===== config.mk =====
export PLATFORM = sky130hd
export DESIGN_NAME = field_compare
export DESIGN_NICKNAME = d
export VERILOG_FILES = /design/src/rtl/fcmp_pkg.sv /design/src/rtl/fcmp_collate.sv /design/src/rtl/fcmp_ctrl.sv /design/src/rtl/fcmp_datapath.sv /design/src/rtl/field_compare.sv
export SDC_FILE = /design/constraint.sdc
export NUM_CORES = 1
export LEC_CHECK = 0
export ABC_AREA = 0
export BUFFER_PORTS_ARGS = -buffer_cell sky130_fd_sc_hd__buf_2
export CAP_MARGIN = 25
export CORE_MARGIN = 2
export CORE_UTILIZATION = 45
export CTS_CLUSTER_SIZE = 16
export DETAILED_ROUTE_END_ITERATION = 10
export PLACE_DENSITY = 0.69
export SYNTH_ARGS = -nofsm -noshare
export SYNTH_HDL_FRONTEND = slang
export SYNTH_SLANG_ARGS = --single-unit

===== constraint.sdc =====
create_clock -name clk -period 6.85 [get_ports clk]
set_input_delay 0 -clock clk [delete_from_list [all_inputs] [get_ports clk]]
set_output_delay 0 -clock clk [all_outputs]
set_load 0.02 [all_outputs]

===== src/rtl/fcmp_pkg.sv =====
package fcmp_pkg;
  localparam int CODE_W = 6;
  localparam int RANK_W = 7;

  typedef enum logic [1:0] {
    REL_EQ   = 2'd0,
    REL_HIGH = 2'd1,
    REL_LOW  = 2'd2
  } rel_e;

  typedef struct packed {
    logic load;
    logic step;
    logic finish;
  } strobe_t;
endpackage


===== src/rtl/fcmp_collate.sv =====
module fcmp_collate
  import fcmp_pkg::*;
(
  input  logic [CODE_W-1:0] code,
  output logic [RANK_W-1:0] rank
);
  logic [1:0] zone;
  logic [3:0] num;
  logic [RANK_W-1:0] numExt;
  logic numDigit;

  assign zone = code[5:4];
  assign num = code[3:0];
  assign numExt = RANK_W'(num);
  assign numDigit = (num >= 4'd1) && (num <= 4'd9);

  // Rank layout: blank 0, specials 1..64, A-I 65..73, J-R 74..82,
  // S-Z 83..90, digit zero 91, digits 1..9 92..100
  always_comb begin
    if (code == '0) rank = '0;
    else if (zone == 2'b00 && numDigit) rank = RANK_W'(91) + numExt;
    else if (zone == 2'b00 && num == 4'd10) rank = RANK_W'(91);
    else if (zone == 2'b11 && numDigit) rank = RANK_W'(64) + numExt;
    else if (zone == 2'b10 && numDigit) rank = RANK_W'(73) + numExt;
    else if (zone == 2'b01 && numDigit && num != 4'd1) rank = RANK_W'(81) + numExt;
    else rank = RANK_W'(1) + RANK_W'(code);
  end
endmodule


===== src/rtl/fcmp_ctrl.sv =====
module fcmp_ctrl
  import fcmp_pkg::*;
(
  input  logic    clk,
  input  logic    rstN,
  input  logic    start,
  input  logic    endPos,
  output strobe_t strb,
  output logic    busy,
  output logic    done
);
  typedef enum logic {ST_IDLE, ST_RUN} state_e;
  state_e state;

  always_comb begin
    strb.load = (state == ST_IDLE) && start;
    strb.step = (state == ST_RUN);
    strb.finish = (state == ST_RUN) && endPos;
  end

  assign busy = (state == ST_RUN);

  always_ff @(posedge clk) begin
    if (!rstN) begin
      state <= ST_IDLE;
      done <= 1'b0;
    end else begin
      done <= strb.finish;
      if (strb.load) state <= ST_RUN;
      else if (strb.finish) state <= ST_IDLE;
    end
  end

  // completion is a single-cycle pulse
  a_r2_done_pulse: assert property (@(posedge clk) disable iff (!rstN)
    done |=> !done);
  // a scan keeps running until a terminating position, start is ignored
  a_r2_run_hold: assert property (@(posedge clk) disable iff (!rstN)
    (busy && !endPos) |=> (busy && !done));
endmodule


===== src/rtl/fcmp_datapath.sv =====
module fcmp_datapath
  import fcmp_pkg::*;
#(
  parameter int ADDR_W = 12,
  parameter int CHAR_W = CODE_W + 1
) (
  input  logic              clk,
  input  logic              rstN,
  input  strobe_t           strb,
  input  logic              busy,
  input  logic              chainIn,
  input  logic [ADDR_W-1:0] aStart,
  input  logic [ADDR_W-1:0] bStart,
  input  logic [CHAR_W-1:0] aChar,
  input  logic [CHAR_W-1:0] bChar,
  input  logic              extClear,
  input  logic              extLoad,
  input  logic [1:0]        extRel,
  output logic [ADDR_W-1:0] aAddr,
  output logic [ADDR_W-1:0] bAddr,
  output logic              endPos,
  output logic              eqInd,
  output logic              neInd,
  output logic              hiInd,
  output logic              loInd
);
  localparam int WM_BIT = CHAR_W - 1;

  logic [ADDR_W-1:0] aPtr, bPtr;
  rel_e rel, relNext, indRel, priorRel, extDecoded;
  logic locked, indValid;
  logic [CODE_W-1:0] codes [2];
  logic [RANK_W-1:0] ranks [2];
  logic aWm, bWm;

  assign codes[0] = aChar[CODE_W-1:0];
  assign codes[1] = bChar[CODE_W-1:0];
  assign aWm = aChar[WM_BIT];
  assign bWm = bChar[WM_BIT];

  for (genvar g = 0; g < 2; g++) begin : g_col
    fcmp_collate u_col (.code(codes[g]), .rank(ranks[g]));
  end

  assign aAddr = aPtr;
  assign bAddr = bPtr;
  assign endPos = aWm || bWm;
  assign priorRel = indValid ? indRel : REL_EQ;

  always_comb begin
    relNext = rel;
    if (!locked) begin
      if (aWm && !bWm) relNext = REL_HIGH;
      else if (codes[0] != codes[1])
        relNext = (ranks[1] > ranks[0]) ? REL_HIGH : REL_LOW;
    end
  end

  always_comb begin
    case (extRel)
      2'b01: extDecoded = REL_HIGH;
      2'b10: extDecoded = REL_LOW;
      default: extDecoded = REL_EQ;
    endcase
  end

  always_ff @(posedge clk) begin
    if (!rstN) begin
      aPtr <= '0;
      bPtr <= '0;
      rel <= REL_EQ;
      locked <= 1'b0;
      indRel <= REL_EQ;
      indValid <= 1'b0;
    end else begin
      if (strb.load) begin
        if (!chainIn) begin
          aPtr <= aStart;
          bPtr <= bStart;
        end
        rel <= chainIn ? priorRel : REL_EQ;
        locked <= chainIn && (priorRel != REL_EQ);
      end else if (strb.step) begin
        aPtr <= aPtr - 1'b1;
        bPtr <= bPtr - 1'b1;
        rel <= relNext;
      end
      if (strb.finish) begin
        indRel <= relNext;
        indValid <= 1'b1;
      end else if (!busy) begin
        if (extClear) indValid <= 1'b0;
        else if (extLoad) begin
          indValid <= 1'b1;
          indRel <= extDecoded;
        end
      end
    end
  end

  assign eqInd = indValid && (indRel == REL_EQ);
  assign hiInd = indValid && (indRel == REL_HIGH);
  assign loInd = indValid && (indRel == REL_LOW);
  assign neInd = indValid && (indRel != REL_EQ);

  // one relation indicator at completion, unequal tracks high/low
  a_r9_one_result: assert property (@(posedge clk) disable iff (!rstN)
    strb.finish |=> ($onehot({eqInd, hiInd, loInd}) && (neInd == (hiInd || loInd))));
  // both addresses move down by one per scanned position
  a_r2_addr_step: assert property (@(posedge clk) disable iff (!rstN)
    (strb.step && !strb.finish) |=>
      ((aAddr == ADDR_W'($past(aAddr) - 1'b1)) && (bAddr == ADDR_W'($past(bAddr) - 1'b1))));
  // A word mark without B word mark forces high
  a_r4_b_longer: assert property (@(posedge clk) disable iff (!rstN)
    (strb.finish && aWm && !bWm && !locked) |=> hiInd);
  // indicators frozen against the external path during a scan
  a_r10_busy_freeze: assert property (@(posedge clk) disable iff (!rstN)
    (busy && !strb.finish) |=> $stable({indValid, indRel}));
  // a chained compare that starts unequal keeps its relation
  a_r8_chain_keep: assert property (@(posedge clk) disable iff (!rstN)
    (strb.finish && locked) |=> $stable(indRel));
endmodule


===== src/rtl/field_compare.sv =====
module field_compare
  import fcmp_pkg::*;
#(
  parameter int ADDR_W = 12
) (
  input  logic              clk,
  input  logic              rstN,
  input  logic              start,
  input  logic              chainIn,
  input  logic [ADDR_W-1:0] aStart,
  input  logic [ADDR_W-1:0] bStart,
  output logic [ADDR_W-1:0] aAddr,
  output logic [ADDR_W-1:0] bAddr,
  input  logic [6:0]        aChar,
  input  logic [6:0]        bChar,
  input  logic              extClear,
  input  logic              extLoad,
  input  logic [1:0]        extRel,
  output logic              busy,
  output logic              done,
  output logic              eqInd,
  output logic              neInd,
  output logic              hiInd,
  output logic              loInd
);
  strobe_t strb;
  logic endPos;

  fcmp_ctrl u_ctrl (
    .clk(clk), .rstN(rstN), .start(start), .endPos(endPos),
    .strb(strb), .busy(busy), .done(done)
  );

  fcmp_datapath #(.ADDR_W(ADDR_W), .CHAR_W(7)) u_dp (
    .clk(clk), .rstN(rstN), .strb(strb), .busy(busy), .chainIn(chainIn),
    .aStart(aStart), .bStart(bStart), .aChar(aChar), .bChar(bChar),
    .extClear(extClear), .extLoad(extLoad), .extRel(extRel),
    .aAddr(aAddr), .bAddr(bAddr), .endPos(endPos),
    .eqInd(eqInd), .neInd(neInd), .hiInd(hiInd), .loInd(loInd)
  );
endmodule


; ---- Word level (Yosys, flattened, before mapping)
; Cells that the tools add are included.
[classes]
add_sub_neg = 12
n_lt_le_gt_ge = 5
n_eq_ne = 18
n_mux = 37
bitwise_logic = 1
reduce_logical = 38
[ops]
columns = cell, n
row1 = $mux W7, 12
row2 = $mux W12, 6
row3 = $add A7 B4 Y7 const A, 8
row4 = $mux W2, 12
row5 = $sub A12 B1 Y12 const B, 2
row6 = $logic_and A1 B1 Y1, 22
row7 = $add A1 B6 Y7 const A, 2
row8 = $eq A2 B2 Y1 const B, 6
row9 = $logic_not A6 Y1, 2
row10 = $reduce_bool A2 Y1, 5
row11 = $eq A2 B1 Y1 const B, 4
row12 = $eq A4 B4 Y1 const B, 2
row13 = $ge A4 B1 Y1 const B, 2
row14 = $le A4 B4 Y1 const B, 2
row15 = $ne A4 B1 Y1 const B, 2
row16 = $gt A7 B7 Y1, 1
row17 = $logic_not A2 Y1, 3
row18 = $mux W1, 6
row19 = $ne A6 B6 Y1, 1
row20 = $ne A2 B2 Y1 const B, 2
row21 = $pmux W2 S2, 1
row22 = $reduce_and A2 Y1, 2
row23 = $reduce_and A3 Y1, 1
row24 = $reduce_bool A3 Y1, 1
row25 = 4 further kinds, 4
[word_totals]
register_bits = 32
inputBits = 46
output_inout_bits = 30
wordCells = 119

; ---- Depth between registers and ports, before layout
[depth]
depth_word = 17
ltp_mapped = 14
ltp_nobuf = 13

; ---- Hierarchy
; Synthesis repeated with hierarchy kept, for this count alone.
[hier_totals]
hier_cells = 434
hier_area_um2 = 3326.9
[by_module_without_submodules]
columns = module, n_inst, cells_each, area_per_inst_um2, seq_area_each_um2
row1 = fcmp_datapath, 1, 254, 2155.8, 600.6
row2 = fcmp_collate, 2, 86, 545.5, 0.0
row3 = fcmp_ctrl, 1, 8, 80.1, 40.0

; ---- Worst setup path before layout
; Ideal clock, no wire load.
[synth_timing]
kind = input port to flip-flop
start = input port aChar[1]
end = register u_dp.rel[1]
setup_ns = 0.120
arrival_time_ns = 2.334
setup_slack_ns = 4.397
path_stages = 13
n_path_buf = 0
path_cell_list = inv_1 > ha_1 > o21bai_2 > a211oi_2 > mux2_4 > or3_1 > nand4_1 > ha_1 > nand4_1 > a21oi_1 > o22ai_1 > and4b_1 > o31a_1
[synth_between]
elab_chain_len = 17
elab_cells_between_ends = 31
[synth_rtl]
columns = item, line_no
row1 = "start, declared", field_compare.sv:14  ; input logic [6:0] aChar,
row2 = $ge A4 B1 Y1 or $le A4 B4 Y1 (tied branches), fcmp_collate.sv:15  ; assign numDigit = (num >= 4'd1) && (num <= 4'd9);
row3 = $logic_and A1 B1 Y1, fcmp_collate.sv:15
row4 = $logic_and A1 B1 Y1 (2 in series), fcmp_collate.sv:25  ; else if (zone == 2'b01 && numDigit && num != 4'd1) rank = RANK_W'(81) + numExt;
row5 = $mux W7, fcmp_collate.sv:25
row6 = $mux W7, fcmp_collate.sv:24  ; else if (zone == 2'b10 && numDigit) rank = RANK_W'(73) + numExt;
row7 = $mux W7, fcmp_collate.sv:23  ; else if (zone == 2'b11 && numDigit) rank = RANK_W'(64) + numExt;
row8 = $mux W7, fcmp_collate.sv:22  ; else if (zone == 2'b00 && num == 4'd10) rank = RANK_W'(91);
row9 = $mux W7, fcmp_collate.sv:21  ; else if (zone == 2'b00 && numDigit) rank = RANK_W'(91) + numExt;
row10 = $mux W7, fcmp_collate.sv:20  ; if (code == '0) rank = '0;
row11 = $gt A7 B7 Y1, fcmp_datapath.sv:55  ; relNext = (ranks[1] > ranks[0]) ? REL_HIGH : REL_LOW;
row12 = $mux W2, fcmp_datapath.sv:55
row13 = $mux W2 (*), fcmp_datapath.sv:54  ; else if (codes[0] != codes[1])
row14 = $mux W2 (*), fcmp_datapath.sv:53  ; if (aWm && !bWm) relNext = REL_HIGH;
row15 = $mux W2 (*), fcmp_datapath.sv:52  ; if (!locked) begin
row16 = $mux W2 (*), fcmp_datapath.sv:83  ; end else if (strb.step) begin
row17 = $mux W2 (*), fcmp_datapath.sv:76  ; if (strb.load) begin
row18 = "end signal, assigned", fcmp_datapath.sv:81  ; rel <= chainIn ? priorRel : REL_EQ;
row19 = "end signal, assigned", fcmp_datapath.sv:86  ; rel <= relNext;
row20 = "end, declared", fcmp_datapath.sv:30  ; rel_e rel, relNext, indRel, priorRel, extDecoded;
; Every way passes the cells marked *; elsewhere a longest branch is shown, timed or not. The select of a mux whose other input is x is not followed.
; A chain may end at the register's enable or synchronous reset.

; ---- Final worst setup path
[layout_timing]
start = input port bChar[0]
end = register u_dp.rel[0]
[layout_between]
elab_chain_len = 17
elab_cells_between_ends = 31
[layout_rtl]
columns = item, line_no
row1 = "start, declared", field_compare.sv:15  ; input logic [6:0] bChar,
row2 = $ge A4 B1 Y1 or $le A4 B4 Y1 (tied branches), fcmp_collate.sv:15
row3 = $logic_and A1 B1 Y1, fcmp_collate.sv:15
row4 = $logic_and A1 B1 Y1 (2 in series), fcmp_collate.sv:25
row5 = $mux W7, fcmp_collate.sv:25
row6 = $mux W7, fcmp_collate.sv:24
row7 = $mux W7, fcmp_collate.sv:23
row8 = $mux W7, fcmp_collate.sv:22
row9 = $mux W7, fcmp_collate.sv:21
row10 = $mux W7, fcmp_collate.sv:20
row11 = $gt A7 B7 Y1, fcmp_datapath.sv:55
row12 = $mux W2, fcmp_datapath.sv:55
row13 = $mux W2 (*), fcmp_datapath.sv:54
row14 = $mux W2 (*), fcmp_datapath.sv:53
row15 = $mux W2 (*), fcmp_datapath.sv:52
row16 = $mux W2 (*), fcmp_datapath.sv:83
row17 = $mux W2 (*), fcmp_datapath.sv:76
; Marked as above.

==> run summary <==
outcome: finished, final reports clean
area grow syn2layout: 15.18%
crit path cell chain: buf_2 -> inv_1 -> ha_1 -> o21bai_1 -> a21o_1 -> a21oi_1 -> o22ai_1 -> mux2_1 -> ha_1 -> a21oi_1 -> a21oi_1 -> o22ai_1 -> and4b_1 -> a211oi_1
Critical Path Start Type: input pin
row cnt: 29
io pins: 76
Clock Tree Buf Depth: 2
Crit path max-delay family: compound AO/OA/AOI/OAI gates
H-tree depth: 2
ys flop type: dfxtp_1
die area: 0.007337 sq mm
Worst-Margin Slew: 852.2 ps
Crit-path slowest cell: mux2_1
DP HPWL: 5877 microns
GPL Wtd Cong: 0.8890
Reg power frac: 36.1%
CP peak stage delay: 350 ps
Vias: 3,299
FF-to-FF End: u_dp.aAddr[5]
Crit path required time: 6980 ps
share of total power in the clock network: 21.4%
r2r setup slk: 4840 ps
R2R depth: 5
Hold Path Origin: aStart[2]
relative max-transition margin: 43.12%
vias in the first global route: 2,919
Root Driver: clkbuf_8
Final Hold Fails: 0
worst clock skew: 6.497 ps
die height: 85.66 microns
share of post-route cells with drive strength above 1: 20.80%
simple-gate portion of the synthesized area: 25.44%
asr flop ratio synth: 0%
worst-skew pair later-pin latency: 290 ps
CP max FO: 10
sw power: 0.0002587 W
synthesized area: 0.003000 sq mm
Hold EP: u_dp.aAddr[2]
Net Sw Frac: 40.14%
# Max-Cap Violations: 0
fin crit share: 39.95%
Warnings, synthesis: 0
Setup crit end kind: flip-flop
initial antenna violation count: 0
Final ANT Viol Nets: 0
Max VDD drop: 0.1393 mV
Placeable Area: 0.006386 sq mm
drt drc: 0
fin area: 0.003456 sq mm
Inserted Clock Buffers: 5
Synth Area in Adders: 7.089%
Port Buffer Count: 75
vias per cell: 5.966
largest net degree at the start of global routing: 40
die width: 85.66 microns
crit path time final: 2737 ps
compound-gate portion of the synthesized area: 32.86%
first-pass GRT wire length: 13,470 microns
GRT overflow: 0
P_leak: 1.489 nW
EDFF count, synth: 0
critical path type: input pin to flip-flop
# setup viols final: 0
CTS tree: yes
Cells after Synth: 419
Synth Area in XOR/XNOR: 2.919%
unrepaired setup endpoints after global routing: false
largest family of logic cells by synthesized area: compound AO/OA/AOI/OAI gates
HP Class: input pin to flip-flop
most frequent cell after synthesis: a21oi_1
Synth area leaders: dfxtp_1 (21%), a21oi_1 (7.8%), ha_1 (7.1%)
Max Slew Vio Count: 0
Fmax achieved: 365.4 MHz
synth cell count leaders: a21oi_1 (47), nor2_1 (44), nand2_1 (33), dfxtp_1 (32), o21ai_0 (23)
Synth top area share: 21.35%
post-layout utilization of the core: 54.11%
net count after synthesis: 482
post-synthesis cell type count: 72
ant diodes: 0
Initial Util: 46.98%
Avg Cell Area, Syn: 7.161 sq um
placed inst area: 0.003338 sq mm
Int Pwr: 0.0003858 W
routed len/inst: 14.60 microns
share of total power in combinational logic: 42.5%
mux cell area share after synthesis: 3.294%
Worst-path clk slew: 70 ps
gr usage total: 22.00%
NumNets Final: 539
setup TNS: 0 ps
buffers inserted during post-CTS setup optimization: 0
drt first-iter violations: 197
P per Cell Area: 186.5 mW/mm^2
RR Startpoint: u_ctrl.busy
clock sinks: 32
hold depth: 3
arrival time at the worst endpoint: 2870 ps
worst path bufs/invs: 2
drt pass-1 iters: 5
Yosys top cell by area: dfxtp_1
most numerous cell on the critical path: a21oi_1
sequential share of the synthesized area: 21.35%
drt total wl: 8072 microns
#FFs+latches synth: 32
## worst max path at each step
stage              from        endpoint  depth (start not counted)
5_1_grt        bChar[0]  u_dp.indRel[0]                         14
4_1_cts        bChar[0]     u_dp.rel[0]                         14
6_report       bChar[0]     u_dp.rel[0]                         14
2_1_floorplan  aChar[1]     u_dp.rel[1]                         13
3_3_place_gp   bChar[0]     u_dp.rel[0]                         14
3_5_place_dp   bChar[0]     u_dp.rel[0]                         14
## metrics by stage
step | instances | worst slack [ps] | hold slack (ps) | power (W)
finish | 553 | 4113 | 11.08 | 0.0006445
floorplan | 419 | 4397 | 117.3 | 0.0004350
detailed placement | 542 | 3873 | 226.7 | 0.0005060
global placement | 542 | 3978 | 227.3 | 0.0005004
global route | 553 | 3949 | 29.27 | 0.0006921
CTS | 553 | 4162 | 12.57 | 0.0006462
## tightest hold or removal path: cells and delay by family
family	cells	cell delay, ps
AOI/OAI and AO/OA	1	130
muxes	1	50
buffers and inverters	1	80
## sequential cells by signal, summed over array words and instances (netlist names)
name / flops
u_dp.aAddr: 12
u_dp.bAddr: 12
u_dp.indRel: 2
u_dp.rel: 2
u_ctrl.busy: 1
u_ctrl.done: 1
u_dp.indValid: 1
u_dp.locked: 1
## what timing repair did
| item | in CTS | in global routing |
|---|---|---|
| hold buffers | 4 | 0 |
| resized for setup | 0 | 0 |
| endpoints found under the hold margin | 4 | 0 |
## power groups by stage
stage                     Clock, W  Sequential [W]  Combinational [W]
after global placement           0        0.000235           0.000265
after floorplan                  0        0.000251           0.000184
final                     0.000138        0.000232           0.000274
after global routing      0.000149        0.000235           0.000308
after CTS                 0.000142        0.000232           0.000273
after detailed placement         0        0.000236           0.000270
## cell usage in the layout (no fill, tap or decap), types with 2 or more instances in the layout
cell type / Yosys / final
buf_2: 5 / 75
a21oi_1: 47 / 47
nor2_1: 44 / 44
nand2_1: 33 / 33
dfxtp_1: 32 / 32
o21ai_0: 23 / 23
inv_1: 17 / 17
o21ai_1: 17 / 17
ha_1: 17 / 17
nand3_1: 14 / 14
a211oi_1: 13 / 13
nor3_1: 9 / 9
o22ai_1: 8 / 8
a31oi_1: 8 / 8
xor2_1: 8 / 8
a22oi_1: 7 / 7
nand2b_1: 5 / 5
mux2i_1: 5 / 5
nor4_1: 5 / 5
clkbuf_8: 1 / 5
and3_1: 4 / 4
o21a_1: 4 / 4
nor3b_1: 4 / 4
and2_1: 4 / 4
dlygate4sd3_1: 0 / 4
or3_1: 3 / 3
mux2_1: 3 / 3
nand4_1: 3 / 3
o31a_1: 3 / 3
nand3b_1: 2 / 2
o21bai_1: 2 / 2
a21o_1: 2 / 2
o211ai_1: 2 / 2
xnor2_1: 2 / 2
o31ai_1: 2 / 2
nor2b_1: 3 / 2
a32o_1: 2 / 2
nor3_2: 2 / 2
## per-layer routing
layer | GRT usage (%) | vias to the layer above | share of wire [%]
li1 | - | 1652 | -
met1 | 28.65 | 1511 | 45
met2 | 36.79 | 126 | 47
met3 | 4.042 | 10 | 6.5
met4 | 7.071 | 0 | 1.6
met5 | 0 | - | 0
## area by class of cell
| type | count | area [sq um] |
|---|---|---|
| timing repair buffer | 80 | 422.9 |
| tap | 77 | 96.34 |
| clock inverter | 1 | 5.005 |
| sequential | 32 | 640.6 |
| fill | 640 | 2930 |
| multi-input combinational | 339 | 2151 |
| clock buffer | 6 | 72.57 |
| inverter | 18 | 67.56 |
## cells by family (layout without fill, tap and decap cells)
family                   after synthesis  in the layout
adder cells (fa/ha/maj)               17             17
multiplexers                           9              9
AO/OA/AOI/OAI                        156            156
buffers and inverters                 48            105
flip-flops                            32             32
AND/OR/NAND/NOR                      147            147
XOR/XNOR                              10             10
(Power assumes the default switching activity.)
